`src/rtl/envsplit_pkg.sv`:
```
`timescale 1ns/1ps
package envsplit_pkg;
    typedef enum logic [1:0] {PH_IDLE, PH_ROOT, PH_DIVI, PH_DIVQ} phase_e;
endpackage

```
`src/rtl/es_root.sv`:
```
`timescale 1ns/1ps
// Bit-serial integer square root: one result bit per cycle, MSB first.
module es_root #(
    parameter int W = 8
) (
    input  logic           clk,
    input  logic           rst_n,
    input  logic           start,
    input  logic [2*W-1:0] rad_in,
    output logic           done,
    output logic [W-1:0]   root
);
    localparam int BW = (W > 1) ? $clog2(W) : 1;

    typedef struct packed {
        logic [2*W-1:0] rad;
        logic [W-1:0]   root;
        logic [BW-1:0]  idx;
        logic           busy;
        logic           done;
    } st_t;

    st_t s_d, s_q;
    logic [W-1:0]   trial;
    logic [2*W-1:0] trial_sq;

    always_comb begin
        s_d      = s_q;
        s_d.done = 1'b0;
        trial    = s_q.root | (W'(1) << s_q.idx);
        trial_sq = {{W{1'b0}}, trial} * {{W{1'b0}}, trial};
        if (start) begin
            s_d.rad  = rad_in;
            s_d.root = '0;
            s_d.idx  = BW'(W - 1);
            s_d.busy = 1'b1;
        end else if (s_q.busy) begin
            if (trial_sq <= s_q.rad) s_d.root = trial;
            if (s_q.idx == '0) begin
                s_d.busy = 1'b0;
                s_d.done = 1'b1;
            end else begin
                s_d.idx = s_q.idx - 1'b1;
            end
        end
    end

    always_ff @(posedge clk or negedge rst_n) begin
        if (!rst_n) s_q <= '0;
        else        s_q <= s_d;
    end

    assign done = s_q.done;
    assign root = s_q.root;
endmodule

```
`src/rtl/es_div.sv`:
```
`timescale 1ns/1ps
// Restoring divider, one quotient bit per cycle; divisor latched at start.
module es_div #(
    parameter int NB = 14,
    parameter int DW = 9
) (
    input  logic          clk,
    input  logic          rst_n,
    input  logic          start,
    input  logic [NB-1:0] num,
    input  logic [DW-1:0] den,
    output logic          done,
    output logic [NB-1:0] quo
);
    localparam int CW = $clog2(NB + 1);

    typedef struct packed {
        logic [DW-1:0] rem;
        logic [DW-1:0] den;
        logic [NB-1:0] qsh;
        logic [CW-1:0] cnt;
        logic          busy;
        logic          done;
    } st_t;

    st_t s_d, s_q;
    logic [DW:0] shifted;
    logic        qbit;

    always_comb begin
        s_d      = s_q;
        s_d.done = 1'b0;
        shifted  = {s_q.rem, s_q.qsh[NB-1]};
        qbit     = (shifted >= {1'b0, s_q.den});
        if (start) begin
            s_d.rem  = '0;
            s_d.den  = den;
            s_d.qsh  = num;
            s_d.cnt  = CW'(NB);
            s_d.busy = 1'b1;
        end else if (s_q.busy) begin
            s_d.rem = qbit ? DW'(shifted - {1'b0, s_q.den}) : shifted[DW-1:0];
            s_d.qsh = {s_q.qsh[NB-2:0], qbit};
            s_d.cnt = s_q.cnt - 1'b1;
            if (s_q.cnt == CW'(1)) begin
                s_d.busy = 1'b0;
                s_d.done = 1'b1;
            end
        end
    end

    always_ff @(posedge clk or negedge rst_n) begin
        if (!rst_n) s_q <= '0;
        else        s_q <= s_d;
    end

    assign done = s_q.done;
    assign quo  = s_q.qsh;
endmodule

```
`src/rtl/env_split.sv`:
```
`timescale 1ns/1ps
module env_split
    import envsplit_pkg::*;
#(
    parameter int W  = 8,
    parameter int F  = 6,
    parameter int G  = 4,
    parameter int KW = 4
) (
    input  logic          clk,
    input  logic          rst_n,
    input  logic          in_valid,
    input  logic [W-1:0]  in_i,
    input  logic [W-1:0]  in_q,
    input  logic [KW-1:0] cfg_shift,
    input  logic [W-1:0]  cfg_offset,
    output logic          out_valid,
    output logic [W:0]    out_u,
    output logic [F+1:0]  out_si,
    output logic [F+1:0]  out_sq,
    output logic          out_clip
);
    localparam int NB = W + F;
    localparam int DW = W + 1;
    localparam int SW = F + 2;
    localparam int AW = W + G;

    typedef struct packed {
        phase_e         ph;
        logic           neg_i;
        logic           neg_q;
        logic [W-1:0]   mag_i;
        logic [W-1:0]   mag_q;
        logic [2*W-1:0] ssq;
        logic [KW-1:0]  k;
        logic [W-1:0]   dc;
        logic [AW-1:0]  acc;
        logic [W:0]     u;
        logic           clip;
        logic [DW-1:0]  den;
        logic [NB-1:0]  res_i;
        logic           ov;
        logic [W:0]     ou;
        logic [SW-1:0]  osi;
        logic [SW-1:0]  osq;
        logic           oclip;
    } st_t;

    st_t r_d, r_q;

    logic           accept;
    logic [W-1:0]   abs_i, abs_q;
    logic [2*W-1:0] ssq_in;
    logic           root_done;
    logic [W-1:0]   root;
    logic signed [AW:0] diff, step;
    logic [AW-1:0]  acc_new;
    logic [W:0]     u_new;
    logic [2*W+1:0] u_sq;
    logic [2*W-1:0] root_sq;
    logic           clip_new;
    logic [DW-1:0]  ceil_root, den_new;
    logic           div_start, div_done;
    logic [NB-1:0]  div_num, div_quo;
    logic [DW-1:0]  div_den;

    function automatic logic [SW-1:0] apply_sign(input logic [NB-1:0] q, input logic n);
        logic [SW-1:0] t;
        t = SW'(q);
        return n ? (~t + 1'b1) : t;
    endfunction

    assign accept = in_valid && (r_q.ph == PH_IDLE);
    assign abs_i  = in_i[W-1] ? (~in_i + 1'b1) : in_i;
    assign abs_q  = in_q[W-1] ? (~in_q + 1'b1) : in_q;
    assign ssq_in = {{W{1'b0}}, abs_i} * {{W{1'b0}}, abs_i}
                  + {{W{1'b0}}, abs_q} * {{W{1'b0}}, abs_q};

    es_root #(.W(W)) u_root (
        .clk(clk), .rst_n(rst_n), .start(accept), .rad_in(ssq_in),
        .done(root_done), .root(root)
    );

    // envelope smoothing, supply value and clip decision
    assign diff      = $signed({1'b0, root, {G{1'b0}}}) - $signed({1'b0, r_q.acc});
    assign step      = diff >>> r_q.k;
    assign acc_new   = r_q.acc + AW'(step);
    assign u_new     = {1'b0, acc_new[AW-1:G]} + {1'b0, r_q.dc};
    assign u_sq      = {{(W+1){1'b0}}, u_new} * {{(W+1){1'b0}}, u_new};
    assign root_sq   = {{W{1'b0}}, root} * {{W{1'b0}}, root};
    assign clip_new  = {2'b00, r_q.ssq} > u_sq;
    assign ceil_root = {1'b0, root} + DW'(root_sq != r_q.ssq);
    assign den_new   = clip_new ? ceil_root : ((u_new == '0) ? DW'(1) : u_new);

    assign div_start = ((r_q.ph == PH_ROOT) && root_done) || ((r_q.ph == PH_DIVI) && div_done);
    assign div_num   = (r_q.ph == PH_ROOT) ? {r_q.mag_i, {F{1'b0}}} : {r_q.mag_q, {F{1'b0}}};
    assign div_den   = (r_q.ph == PH_ROOT) ? den_new : r_q.den;

    es_div #(.NB(NB), .DW(DW)) u_div (
        .clk(clk), .rst_n(rst_n), .start(div_start), .num(div_num), .den(div_den),
        .done(div_done), .quo(div_quo)
    );

    always_comb begin
        r_d    = r_q;
        r_d.ov = 1'b0;
        unique case (r_q.ph)
            PH_IDLE: if (accept) begin
                r_d.neg_i = in_i[W-1];
                r_d.neg_q = in_q[W-1];
                r_d.mag_i = abs_i;
                r_d.mag_q = abs_q;
                r_d.ssq   = ssq_in;
                r_d.k     = cfg_shift;
                r_d.dc    = cfg_offset;
                r_d.ph    = PH_ROOT;
            end
            PH_ROOT: if (root_done) begin
                r_d.acc  = acc_new;
                r_d.u    = u_new;
                r_d.clip = clip_new;
                r_d.den  = den_new;
                r_d.ph   = PH_DIVI;
            end
            PH_DIVI: if (div_done) begin
                r_d.res_i = div_quo;
                r_d.ph    = PH_DIVQ;
            end
            PH_DIVQ: if (div_done) begin
                r_d.ov    = 1'b1;
                r_d.ou    = r_q.u;
                r_d.osi   = apply_sign(r_q.res_i, r_q.neg_i);
                r_d.osq   = apply_sign(div_quo, r_q.neg_q);
                r_d.oclip = r_q.clip;
                r_d.ph    = PH_IDLE;
            end
            default: r_d.ph = PH_IDLE;
        endcase
    end

    always_ff @(posedge clk or negedge rst_n) begin
        if (!rst_n) r_q <= '0;
        else        r_q <= r_d;
    end

    assign out_valid = r_q.ov;
    assign out_u     = r_q.ou;
    assign out_si    = r_q.osi;
    assign out_sq    = r_q.osq;
    assign out_clip  = r_q.oclip;
endmodule

```
`config.mk`:
```
export PLATFORM = sky130hd
export DESIGN_NAME = env_split
export DESIGN_NICKNAME = d
export VERILOG_FILES = /design/src/rtl/envsplit_pkg.sv /design/src/rtl/es_root.sv /design/src/rtl/es_div.sv /design/src/rtl/env_split.sv
export SDC_FILE = /design/constraint.sdc
export NUM_CORES = 1
export LEC_CHECK = 0
export ABC_AREA = 1
export BUFFER_PORTS_ARGS = -buffer_cell sky130_fd_sc_hd__buf_4
export CAP_MARGIN = 0
export CORE_MARGIN = 5
export CORE_UTILIZATION = 34
export CTS_CLUSTER_SIZE = 28
export DETAILED_ROUTE_END_ITERATION = 6
export HOLD_SLACK_MARGIN = 0.12
export PLACE_DENSITY = 0.46
export SYNTH_ARGS = -nofsm -noshare
export SYNTH_HDL_FRONTEND = slang
export SYNTH_SLANG_ARGS = --single-unit
```
`constraint.sdc`:
```
create_clock -name clk -period 13.1 [get_ports clk]
set_clock_uncertainty 0.1 [all_clocks]
set_input_delay 0 -clock clk [delete_from_list [all_inputs] [get_ports clk]]
set_output_delay 0 -clock clk [all_outputs]
set_load 0.01 [all_outputs]
```
==> metrics.txt <==
status=finished clean; drt drc=0; Max Cap Viol=0; most common cell after layout, fill and taps aside=nand2_1; Slew @ Worst Pin=0.943 ns; Seq cells post-synth=165; RSZ-0062 raised after global routing=false; Core Box Area=55000 um2; Die Wd=245 um; H-Tree Depth=4; post-layout util=0.381; CTS Buf Count=17; TritonRoute pass-1 iters=7; Nets=2886; Fillers=5741; postcts setup bufs=0; Period minus WS final=11.48 ns; Worst slew margin=0.369; worst path required time=13.35 ns; initial antenna violation count=0; final setup TNS=0 ns; leakage power=11.0 nW; Tot Pwr=2.01 mW; vias in the first global route=15.8k; Clock Root Buffer=clkbuf_16; clk slew on worst S/H paths=0.06 ns; WP data arrival=11.73 ns; total track usage=0.167; WS Path Type=reg2reg; Max Root-Sink Buffers=2; async set-reset flop share out of synthesis=1.00; routed len/inst=15.1 um; post-synthesis instance total=2414; 1st-iter DRT viols=846; Post-Place Cells=3166; Hold Path Class=in2reg; final antenna-violating net count=0; Post-DP Area=20000 um2; fin worst setup slack=1.62 ns; dpl ws=1.61 ns; first-pass GRT wire length=81800 um; Fmax=0.0871 GHz; element type at the critical path start=flop; clk_lat worst skew=0.44 ns; WHS=0.138 ns; total count of hold-check failures in the final report=0; most used cell, CP=nand2_1; DP HPWL=40100 um; CP peak stage delay=0.69 ns; Pwr Density=96.0 nW/um2; via count=15.3k; commonest cells after routing, fill and taps aside=nand2_1 (529), inv_1 (461), ha_1 (221); final non-filler cell total=3233; Layout area overhead=11.1%; clk sinks=165; syn avg cell area=7.81 um2; Crit Path Max Fanout=15; final slew viol count=0; RD Place Congestion=0.866; Distinct cells, synth=59; vias per cell=4.73; period utilisation layout=0.876; FF/Latch Area=4130 um2; WL final=49000 um; top_reg_cell synth=dfrtp_1; synthesized area=18900 um2; Design Area, Final=20900 um2; largest net degree at the start of global routing=64; CTS tree=done; Slowest-stage cell, CP=dfrtp_1; Final setup viols=0; n_diodes=0; Post-synth EDFFs=0; Ports=58; yosys warns=0; worst vdd ir=0.176 mV; Multi-input gate area=12600 um2; Die ar.=60300 um2; crit end category=flop; Initial Utilization=0.343; layout cells sized above 1=0.0567; global route overflow=0; die height=245 um; sequential fraction of the synthesis area=0.219; Port Buffers=57; row count=86
registers in the layout, indices dropped and copies added, names as in the netlist:
signal       flops
r_q             87
out_valid        1
u_div.done       1
out_sq           8
out_u            9
u_root.root      8
u_root.done      1
out_clip         1
u_div.quo       14
out_si           8
u_root.s_q       4
u_div.s_q       23
where the power goes:
group / leakage (nW) / switching [mW] / internal (mW) / total [mW]
Sequential: 2.18 / 0 / 0.509 / 0.509
Combinational: 8.57 / 0.585 / 0.405 / 0.990
Clock: 0.284 / 0.231 / 0.279 / 0.510
cell families after synthesis:
logic type	count (synthesis)	synth area share
simple gates	818	0.179
buf+inv	551	0.115
compound gates	384	0.114
fa+ha+maj	383	0.319
flops	165	0.219
xor+xnor	110	0.0532
other cells	2	0.000398
mux	1	0.000531
area by class of cell:
| cell class | instances | area share |
|---|---|---|
| Clock inverter | 12 | 0.00628 |
| Clock buffer | 20 | 0.0218 |
| Inverter | 473 | 0.0848 |
| Tap cell | 748 | 0.0447 |
| Timing Repair Buffer | 107 | 0.0436 |
| Sequential cell | 165 | 0.197 |
| Multi-Input combinational cell | 1708 | 0.602 |
repair_timing:
| item | CTS | global route |
|---|---|---|
| resized for setup | 0 | 0 |
| hold endpoints to repair | 87 | 0 |
| hold buffers | 35 | 0 |
synthesized netlist by cell type (2+ instances only):
cell      count  area (um2)
a21oi_2       2        17.5
o211ai_1     12        90.1
a22oi_1       3        22.5
fa_1        162        3240
a211oi_1      3        22.5
buf_1         3        11.3
nand2_2       5        31.3
buf_4        25         188
nor4_1        6        37.5
a21oi_1     121         606
o221ai_1      4        35.0
nand2_4       3        33.8
clkbuf_1     47         176
nor3_1       16        80.1
o22ai_1      12        75.1
nand4_1      23         144
nand2_1     530        1990
o21bai_1      8        60.1
and2_1        2        12.5
dfrtp_1     165        4130
o21ai_0     156         781
inv_1       461        1730
a31oi_1      13        81.3
xor2_1       69         604
ha_1        221        2770
o21ai_1      16        80.1
o311ai_0      6        52.6
buf_2         3        15.0
nand3_1      58         290
nor2_1      154         578
conb_1        2        7.51
xnor2_1      38         333
inv_2         2        7.51
a21boi_1      2        15.0
o31ai_1       5        37.5
clkinv_1     10        37.5
a21o_1        8        60.1
nand3_2       2        20.0
a21boi_0      3        22.5
a32o_1        2        20.0
or2_2        12        75.1
o41ai_1       2        17.5
worst max-delay path, delay by kind of cell, from the launching register on:
kind                       cells  cell delay [ns]
adders and majority gates     10             4.29
DFF                            1             0.69
xor gates and xnor gates       1             0.17
and+or+nand+nor               23             2.75
buffers and inverters          6             0.46
AOI/OAI and AO/OA             18             2.92
metal layers:
layer	up-vias	part of all wire	global-route usage
met5	-	0	0
met4	0	0.016	0.0320
met3	45	0.027	0.0218
met2	206	0.47	0.287
met1	7367	0.48	0.229
li1	7683	-	-
worst paths after layout:
check	start	end	slack, ns	depth (start not counted)
setup / recovery	u_root.root[2]	r_q[42]	1.62	58
hold / removal	in_i[3]	r_q[111]	0.14	5
setup reg to reg	u_root.root[2]	r_q[42]	1.62	58
hold reg to reg	r_q[51]	out_u[0]	0.37	2
max in group asynchronous	rst_n	u_root.s_q[2]	10.97	5
min in group asynchronous	rst_n	out_sq[3]	0.54	4
(Power assumes the default switching activity.)
